File: src/rtl/audio_txq_pkg.sv
package audio_txq_pkg;

  typedef struct packed {
    logic pushOne;
    logic pushTwo;
    logic popPair;
  } txq_strobe_t;

  function automatic logic packed_allowed(input logic req, input logic [1:0] code);
    return req && ((code == 2'd0) || (code == 2'd3));
  endfunction

  function automatic logic [3:0] single_shift(input logic [1:0] code);
    case (code)
      2'd0:    return 4'd4;
      2'd1:    return 4'd2;
      2'd2:    return 4'd0;
      default: return 4'd8;
    endcase
  endfunction

  function automatic logic [3:0] packed_shift(input logic [1:0] code);
    return (code == 2'd3) ? 4'd8 : 4'd4;
  endfunction

endpackage

File: src/rtl/txq_store.sv
module txq_store
  import audio_txq_pkg::*;
#(
  parameter int DEPTH    = 8,
  parameter int SAMPLE_W = 20,
  parameter int WORD_W   = 32
) (
  input  logic                clk,
  input  logic                rstN,
  input  txq_strobe_t         stb,
  input  logic [WORD_W-1:0]   wrData,
  input  logic [1:0]          sizeCode,
  output logic [SAMPLE_W-1:0] pairLeft,
  output logic [SAMPLE_W-1:0] pairRight
);
  localparam int AW     = $clog2(DEPTH);
  localparam int HALF_W = WORD_W / 2;

  logic [SAMPLE_W-1:0] mem [DEPTH];
  logic [AW-1:0]       wrPtr, rdPtr, wrPtrNext1, rdPtrNext1;
  logic [WORD_W-1:0]   singleWide, loWide, hiWide;
  logic [SAMPLE_W-1:0] firstVal, secondVal;

  // packer: widen to a left-aligned sample, truncated to SAMPLE_W
  assign singleWide = wrData << single_shift(sizeCode);
  assign loWide     = WORD_W'(wrData[HALF_W-1:0]) << packed_shift(sizeCode);
  assign hiWide     = WORD_W'(wrData[WORD_W-1:HALF_W]) << packed_shift(sizeCode);
  assign firstVal   = stb.pushTwo ? loWide[SAMPLE_W-1:0] : singleWide[SAMPLE_W-1:0];
  assign secondVal  = hiWide[SAMPLE_W-1:0];

  assign wrPtrNext1 = wrPtr + AW'(1);
  assign rdPtrNext1 = rdPtr + AW'(1);

  always_ff @(posedge clk) begin
    for (int i = 0; i < DEPTH; i++) begin
      if ((stb.pushOne || stb.pushTwo) && (wrPtr == AW'(i)))
        mem[i] <= firstVal;
      else if (stb.pushTwo && (wrPtrNext1 == AW'(i)))
        mem[i] <= secondVal;
    end
  end

  always_ff @(posedge clk) begin
    if (!rstN) begin
      wrPtr <= '0;
      rdPtr <= '0;
    end else begin
      if (stb.pushTwo)      wrPtr <= wrPtr + AW'(2);
      else if (stb.pushOne) wrPtr <= wrPtrNext1;
      if (stb.popPair)      rdPtr <= rdPtr + AW'(2);
    end
  end

  assign pairLeft  = mem[rdPtr];
  assign pairRight = mem[rdPtrNext1];

endmodule

File: src/rtl/txq_ctrl.sv
module txq_ctrl
  import audio_txq_pkg::*;
#(
  parameter int DEPTH = 8,
  parameter int LW    = $clog2(DEPTH + 1)
) (
  input  logic          clk,
  input  logic          rstN,
  input  logic          wrEn,
  input  logic          chanEn,
  input  logic [1:0]    slotMask,
  input  logic          compactReq,
  input  logic [1:0]    sizeCode,
  input  logic          clrUnderrun,
  input  logic [2:0]    intMask,
  input  logic          sinkReady,
  output txq_strobe_t   stb,
  output logic          pairValid,
  output logic [LW-1:0] level,
  output logic          statusEmpty,
  output logic          statusHalf,
  output logic          statusFull,
  output logic          statusUnder,
  output logic [2:0]    rawInt,
  output logic [2:0]    maskedInt,
  output logic          irq
);
  localparam int HALF = DEPTH / 2;

  logic          burst, offer, accept, packedEff;
  logic [LW-1:0] lvlNext;

  assign packedEff = packed_allowed(compactReq, sizeCode);
  assign accept    = wrEn && (packedEff ? (int'(level) + 2 < DEPTH)
                                        : (int'(level) < DEPTH));
  assign offer     = chanEn && (|slotMask) && (level >= LW'(2))
                     && (burst || (level >= LW'(HALF)));

  assign stb.pushOne = accept && !packedEff;
  assign stb.pushTwo = accept && packedEff;
  assign stb.popPair = offer && sinkReady;
  assign pairValid   = offer;

  assign lvlNext = level
                 + (stb.pushOne ? LW'(1) : LW'(0))
                 + (stb.pushTwo ? LW'(2) : LW'(0))
                 - (stb.popPair ? LW'(2) : LW'(0));

  always_ff @(posedge clk) begin
    if (!rstN) begin
      level       <= '0;
      burst       <= 1'b0;
      statusEmpty <= 1'b1;
      statusHalf  <= 1'b1;
      statusFull  <= 1'b0;
      statusUnder <= 1'b0;
    end else begin
      level <= lvlNext;
      burst <= stb.popPair;
      if (clrUnderrun) statusUnder <= 1'b0;
      if (accept) begin
        if (lvlNext != '0) begin
          statusEmpty <= 1'b0;
          statusUnder <= 1'b0;
        end
        if (lvlNext >= LW'(HALF))  statusHalf <= 1'b0;
        if (lvlNext == LW'(DEPTH)) statusFull <= 1'b1;
      end
      if (stb.popPair) begin
        statusFull <= 1'b0;
        if (lvlNext <= LW'(HALF)) statusHalf <= 1'b1;
        if (lvlNext == '0) begin
          statusEmpty <= 1'b1;
          statusUnder <= 1'b1;
        end
      end
    end
  end

  assign rawInt    = {statusEmpty && !offer, statusHalf, statusUnder};
  assign maskedInt = rawInt & intMask;
  assign irq       = |maskedInt;

  // the level never exceeds the depth
  p_level_cap_r4: assert property (@(posedge clk) disable iff (!rstN)
    level <= LW'(DEPTH));

  // a write while full never raises the level
  p_no_overflow_r4: assert property (@(posedge clk) disable iff (!rstN)
    (wrEn && level == LW'(DEPTH)) |=> level <= $past(level));

  // a burst can only begin at or above half depth
  p_burst_start_r5: assert property (@(posedge clk) disable iff (!rstN)
    $rose(pairValid) |-> level >= LW'(HALF));

  // the empty flag only stands with nothing stored
  p_empty_level_r7: assert property (@(posedge clk) disable iff (!rstN)
    statusEmpty |-> level == '0);

  // the full flag only stands with the queue at depth
  p_full_level_r6: assert property (@(posedge clk) disable iff (!rstN)
    statusFull |-> level == LW'(DEPTH));

endmodule

File: src/rtl/audio_tx_queue.sv
module audio_tx_queue
  import audio_txq_pkg::*;
#(
  parameter int DEPTH    = 8,
  parameter int SAMPLE_W = 20,
  parameter int WORD_W   = 32
) (
  input  logic                         clk,
  input  logic                         rstN,
  input  logic                         wrEn,
  input  logic [WORD_W-1:0]            wrData,
  input  logic                         chanEn,
  input  logic [1:0]                   slotMask,
  input  logic                         compactReq,
  input  logic [1:0]                   sizeCode,
  input  logic                         clrUnderrun,
  input  logic [2:0]                   intMask,
  input  logic                         sinkReady,
  output logic                         pairValid,
  output logic [SAMPLE_W-1:0]          pairLeft,
  output logic [SAMPLE_W-1:0]          pairRight,
  output logic [$clog2(DEPTH+1)-1:0]   fillLevel,
  output logic                         statusEmpty,
  output logic                         statusHalf,
  output logic                         statusFull,
  output logic                         statusUnder,
  output logic [2:0]                   rawInt,
  output logic [2:0]                   maskedInt,
  output logic                         irq
);
  localparam int LW = $clog2(DEPTH + 1);

  txq_strobe_t stb;

  txq_ctrl #(.DEPTH(DEPTH), .LW(LW)) u_ctrl (
    .clk(clk), .rstN(rstN), .wrEn(wrEn), .chanEn(chanEn), .slotMask(slotMask),
    .compactReq(compactReq), .sizeCode(sizeCode), .clrUnderrun(clrUnderrun),
    .intMask(intMask), .sinkReady(sinkReady), .stb(stb), .pairValid(pairValid),
    .level(fillLevel), .statusEmpty(statusEmpty), .statusHalf(statusHalf),
    .statusFull(statusFull), .statusUnder(statusUnder), .rawInt(rawInt),
    .maskedInt(maskedInt), .irq(irq)
  );

  txq_store #(.DEPTH(DEPTH), .SAMPLE_W(SAMPLE_W), .WORD_W(WORD_W)) u_store (
    .clk(clk), .rstN(rstN), .stb(stb), .wrData(wrData), .sizeCode(sizeCode),
    .pairLeft(pairLeft), .pairRight(pairRight)
  );

endmodule

File: config.mk
export PLATFORM = sky130hd
export DESIGN_NAME = audio_tx_queue
export DESIGN_NICKNAME = d
export VERILOG_FILES = /design/src/rtl/audio_txq_pkg.sv /design/src/rtl/txq_store.sv /design/src/rtl/txq_ctrl.sv /design/src/rtl/audio_tx_queue.sv
export SDC_FILE = /design/constraint.sdc
export NUM_CORES = 1
export LEC_CHECK = 0
export CAP_MARGIN = 30
export CORE_MARGIN = 2
export CORE_UTILIZATION = 25
export CTS_CLUSTER_SIZE = 20
export DETAILED_ROUTE_END_ITERATION = 8
export PLACE_DENSITY = 0.49
export REMOVE_ABC_BUFFERS = 1
export SYNTH_ARGS = -nofsm -noshare
export SYNTH_HDL_FRONTEND = slang
export SYNTH_SLANG_ARGS = --single-unit
File: constraint.sdc
create_clock -name clk -period 4.7 [get_ports clk]
set_input_delay 0.94 -clock clk [delete_from_list [all_inputs] [get_ports clk]]
set_output_delay 0.94 -clock clk [all_outputs]
set_load 0.01 [all_outputs]
==> metrics, run 1 <==
most crowded layer after global routing=met2; # DRC=0; Hold Fails Final Rpt=0; synthesized instance count=730; number of clock sinks=roughly 180; CTS max path bufs=2; setup repair bufs after CTS=0; Int Pwr=between 3 and 4 mW; endpoint kind of the worst setup timing path=flip-flop; Synth warnings=0; clock root buffer=clkbuf_16; CP dominant cell by count=inv_1; core utilization of the finished layout=0.309; final weighted congestion in routability-driven placement=approximately 0.79; critical path startpoint category=primary input; Pre-Repair DR Iteration Count=5; Max Transition Viols Final=0; Hold Crit Endpoint=u_store.wrPtr[0]; post-layout minimum cycle time=around 4 ns; post-synthesis to final-layout area growth=22.8%; post-route clock skew=between 0.01 and 0.015 ns; fraction of final layout cells sized beyond drive strength 1=0.181; antenna cells=0; register share of total power=0.412; number of H-tree levels=4; worst setup path category=primary input to flip-flop; area taken by multi-input logic gates=0.00445 sq mm; Critical Path Fanout Max=11; Port Buffers=slightly above 100; RSZ-0062 raised after global routing=no; Synth Flop Type=edfxtp_1; worst path required time=5.06 ns; highest-count cells in the layout ignoring fill and taps=edfxtp_1, mux2i_1, clkdlybuf4s50_1; number of cells traversed by the worst hold path=2; sw frac=0.297; Chip Height=204 um; sequential cell area=about 0.0051 sq mm; category of cells accounting for the largest share of critical-path delay=adder cells; period utilization=0.833; cell breakdown of the critical path=clkdlybuf4s50_1 -> inv_1 -> ha_1 -> nand4b_4 -> and2_1 -> nand2_4 -> inv_2 -> fa_1 -> inv_1 -> ha_1 -> inv_1 -> nor3_1 -> nor2b_1 -> o21ai_0 -> a21boi_0; cell with the biggest individual delay on the critical path=fa_1; vias in the first global route=roughly 6,800; antenna viol nets, final=0; vias after detailed routing=approximately 6,600; met2 routing resource usage after global routing=0.233; Routed Wire Length=29,500 um; CTS tree=yes; Critical path buffers and inverters=5; die width=204 um; pin count of the biggest net entering global routing=between 40 and 50; post-synth top area cell=edfxtp_1; initial standard-cell utilization of the core=0.252; clk_lat worst skew=~0.44 ns; largest vdd supply drop=about 0.00032 V; Rel. slew slack=0.471; count of different cell masters after synthesis=58; clock transition at the registers of the reported paths=~0.07 ns; R2R cell count=13; outcome=finished clean; vias per inst=approximately 4.8; transition time of the tightest slew-check pin=0.785 ns; Hold Worst Slack=0.555 ns; most common library cell in the layout ignoring fill and taps=edfxtp_1; placed instance count=between 1,000 and 1,500; fmax=0.256 GHz; worst reg-to-reg setup slack=1.21 ns; data arrival at the endpoint of the critical path=4.27 ns; clock network fraction of total power=0.318; mapped cell area=roughly 0.010 sq mm; class of the tightest hold or removal check=flip-flop to flip-flop; Die Footprint=just over 0.04 sq mm; area inside the core boundary=just under 0.04 sq mm; reported net switching power=about 1.4 mW; total power density per cell area=388 mW/mm^2; r2r endpoint=u_ctrl.statusUnder; CTS hold repair buffers=0; number of max-cap violations=0; drt first-iter violations=460; slowest cell delay on critical path=0.53 ns; average cell area after synthesis=between 10 and 15 sq um; logic depth of the worst path, buffers included=15; met1 track demand over resource=0.204; total half-perimeter wirelength after legalization and detailed placement=20,600 um; Pleak=3.94 nW; antenna violations before repair=0; Resized cells post-CTS=0; logic gate share of total power=0.271; Final TNS setup=0 ns; wire length of the first global-routing pass=44,100 um; Post-synth EDFFs=between 150 and 200; register bit count reported by yosys=176; IO Pins=around 100; top area cells in the synthesized netlist=edfxtp_1, mux2i_1, mux4_2, dfxtp_1, ha_1; total routing usage reported by global routing=0.145; filler-free cell count of the finished design=1,369; mean routed wirelength per cell=roughly 22 um; TritonCTS Buffers=17; share of async-settable or async-resettable flops after synthesis=0; critical hold path startpoint=u_store.wrPtr[0]; overall overflow remaining after global route=0; fraction of synthesized cell area taken by the top area cell type=0.483; Filler Cell Count=about 4,000; startpoint of the worst-slack reg-to-reg timing path=u_ctrl.level[3]; count of final setup violators=0; met3 usage in global routing=0.0252; placement row count=between 70 and 80; final net count=slightly below 900; register area share after synthesis=0.515
cell families after synthesis:
logic type	share of synthesized area
adder cells (fa/ha/maj)	0.0221
flip-flops	0.515
buffers and inverters	0.0415
XOR/XNOR	0.00515
AO/OA/AOI/OAI	0.0618
AND/OR/NAND/NOR	0.0989
multiplexers	0.256
state kept, by name (all words and copies together), names as in the netlist, named ones only:
name and flops:
u_ctrl.burst 1, u_ctrl.level 4, u_ctrl.statusEmpty 1, u_ctrl.statusFull 1, u_ctrl.statusHalf 1, u_ctrl.statusUnder 1
u_store.mem 160, u_store.rdPtr 2, u_store.wrPtr 3
power by group through the flow:
stage          logic (mW)  registers, mW  clock network (mW)
2_1_floorplan       0.707           1.99                   0
3_3_place_gp         1.28           2.00                   0
3_5_place_dp         1.29           2.00                   0
4_1_cts              1.29           1.97                1.54
5_1_grt              1.41           1.97                1.60
6_report             1.29           1.95                1.51
tightest hold or removal path, cell delays in order, from the launching register on:
cell and delay, ns:
dfxtp_1 0.37, nand2_1 0.07, o21ai_0 0.07
cells in the mapped netlist, types with 16 or more instances:
cell,count
o21ai_0,33
nor2_1,24
dfxtp_1,16
buf_2,27
mux2i_1,143
edfxtp_1,160
nand2_1,32
nor4b_1,16
ha_1,16
a21oi_1,20
nor3b_1,17
mux4_2,42
worst max-delay path by stage:
| stage | from | end |
|---|---|---|
| after floorplan | sizeCode[1] | u_ctrl.statusUnder |
| after global placement | sizeCode[0] | u_ctrl.statusUnder |
| after detailed placement | sizeCode[0] | u_ctrl.statusUnder |
| after CTS | sizeCode[0] | u_ctrl.statusUnder |
| after global routing | sizeCode[0] | u_ctrl.statusUnder |
| final | sizeCode[0] | u_ctrl.statusUnder |
cell type report:
class	count	share of cell area
well taps	525	0.0537
clock buffers	17	0.0348
inverters	13	0.00399
multi-input cells	481	0.364
flip-flops and latches	176	0.419
repair buffers	142	0.109
clock inverters	15	0.0148
per-stage QoR:
step	instance area [sq um]	power [mW]	worst slack, ns
global route	12200	4.98	0.521
CTS	12200	4.80	0.803
floorplan	9590	2.70	0.845
finish	12200	4.75	0.787
global placement	11600	3.28	0.425
detailed placement	11600	3.29	0.393
per-layer routing:
layer | vias up | share of wire
met5 | - | 0
met4 | 0 | 0.011
met3 | 16 | 0.036
met2 | 153 | 0.48
met1 | 3363 | 0.48
li1 | 3038 | -
(Power assumes the default switching activity.)
==> run 2: changes to the inputs <==
- clock period: 4.7 -> 3.8 ns (I/O delays scaled with it)
==> run 2 against run 1 <==
Compared with the run above: cell count increased by 0.95%; core utilization increased by 0.20 points; routed wire length decreased by 1.2%; critical endpoint is now irq.
==> metrics, run 2 (synthesis results as in run 1) <==
Filler Cell Count=approximately 4,000; number of H-tree levels=4; vias per inst=4.76; Resized cells post-CTS=0; Die Footprint=approximately 0.041 sq mm; largest vdd supply drop=0.000320 V; antenna viol nets, final=0; TritonCTS Buffers=17; total half-perimeter wirelength after legalization and detailed placement=roughly 21,000 um; vias in the first global route=6,671; fraction of final layout cells sized beyond drive strength 1=0.195; antenna cells=0; number of clock sinks=about 180; Routed Wire Length=between 20,000 and 30,000 um; CTS max path bufs=2; number of max-cap violations=0; critical path startpoint category=flip-flop; largest registers ranked by flip-flop count=u_store.mem (160), u_ctrl.level (4), u_store.wrPtr (3); final net count=roughly 910; CTS hold repair buffers=0; Int Pwr=3.97 mW; fmax=0.280 GHz; area after detailed placement=roughly 0.012 sq mm; area taken by multi-input logic gates=0.00445 sq mm; register share of total power=0.420; CTS tree=yes; placement row count=73; clock network fraction of total power=0.297; Rel. slew slack=0.434; data arrival at the endpoint of the critical path=~2.8 ns; class of the tightest hold or removal check=flip-flop to flip-flop; post-synthesis to final-layout area growth=23.5%; Critical Path Fanout Max=6; sw frac=0.307; reported net switching power=approximately 1.8 mW; initial standard-cell utilization of the core=0.252; minimum setup slack after placement=-0.0744 ns; final instance area=around 0.012 sq mm; vias after detailed routing=~6,600; number of flip-flops under the largest register name=between 150 and 200; setup repair bufs after CTS=0; area inside the core boundary=between 0.03 and 0.04 sq mm; crit path setup slack, layout=~0.23 ns; die width=~200 um; highest-count cells in the layout ignoring fill and taps=edfxtp_1, mux2i_1, clkdlybuf4s50_1; logic gate share of total power=0.282; worst path required time=between 3 and 4 ns; drt first-iter violations=around 470; Hold Worst Slack=0.533 ns; count of final setup violators=0; total routing usage reported by global routing=0.144; Chip Height=roughly 200 um; period utilization=0.940; IO Pins=a little over 100; worst setup path category=flip-flop to output pin; Pleak=just under 4 nW; pin count of the biggest net entering global routing=41; antenna violations before repair=0; # DRC=0; clk_lat worst skew=about 0.44 ns; sequential cell area=a little over 0.005 sq mm; overall overflow remaining after global route=0; transition time of the tightest slew-check pin=between 0.8 and 0.9 ns; most common library cell in the layout ignoring fill and taps=edfxtp_1; Hold Fails Final Rpt=0; final weighted congestion in routability-driven placement=~0.77; post-layout minimum cycle time=3.57 ns; mean routed wirelength per cell=approximately 21 um; post-route clock skew=roughly 0.015 ns; clock root buffer=clkbuf_16; RSZ-0062 raised after global routing=no; Pre-Repair DR Iteration Count=5; clock transition at the registers of the reported paths=0.07 ns; wire length of the first global-routing pass=around 43,000 um; register containing the most flip-flops in the final layout=u_store.mem; total power density per cell area=between 400 and 500 mW/mm^2; endpoint kind of the worst setup timing path=output pin; outcome=finished clean; Max Transition Viols Final=0; Port Buffers=101
run 2: cell count changes in the layout (fill, tap and decap cells not counted), sizes merged:
cell and change:
buf +13, bufinv -3, clkbuf +2, clkinv -5
clkinvlp +2, inv +4
run 2: worst paths after layout:
check | startpoint | end | slack [ns] | cells after the start
max | u_ctrl.level[3] | irq | 0.23 | 8
min reg2reg | u_store.wrPtr[0] | u_store.wrPtr[0] | 0.53 | 2
max reg2reg | u_ctrl.level[3] | u_ctrl.statusUnder | 0.67 | 13
min | u_store.wrPtr[0] | u_store.wrPtr[0] | 0.53 | 2
run 2: layout make-up:
cell class | count | area share
sequential | 176 | 0.417
clock buffer | 19 | 0.0352
timing repair buffer | 155 | 0.119
inverter | 13 | 0.00397
tap | 525 | 0.0534
multi-input combinational | 481 | 0.362
clock inverter | 13 | 0.00946
run 2: metal layers:
layer | global-route usage | wire length, um | share of wire
met1 | 0.202 | 14000 | 0.48
met4 | 0.0381 | 391 | 0.013
met3 | 0.0254 | 1150 | 0.040
met5 | 0 | 0 | 0
met2 | 0.228 | 13600 | 0.47
run 2: power groups by stage:
| stage | Clock, mW | Combinational (mW) | Sequential (mW) |
|---|---|---|---|
| after CTS | 1.75 | 1.65 | 2.41 |
| final | 1.70 | 1.62 | 2.41 |
| after floorplan | 0 | 0.875 | 2.47 |
| after global routing | 1.81 | 1.79 | 2.43 |
| after global placement | 0 | 1.63 | 2.46 |
| after detailed placement | 0 | 1.64 | 2.46 |
run 2: stage by stage:
stage / setup TNS [ns] / power, mW / cells / utilization
final: 0 / 5.73 / 1382 / 0.311
after global placement: 0 / 4.09 / 1350 / 0.297
after floorplan: 0 / 3.34 / 670 / -
after detailed placement: -0.0907 / 4.10 / 1350 / 0.297
after global routing: 0 / 6.03 / 1382 / 0.311
after CTS: 0 / 5.81 / 1382 / 0.311
run 2: critical path: stages (launching register included):
cell and delay (ns):
dfxtp_1 0.43, inv_1 0.15, ha_1 0.21, nor2b_1 0.18
nor4b_2 0.35, nor2b_1 0.10, and2_1 0.18, or3_1 0.29
clkdlybuf4s50_1 0.48
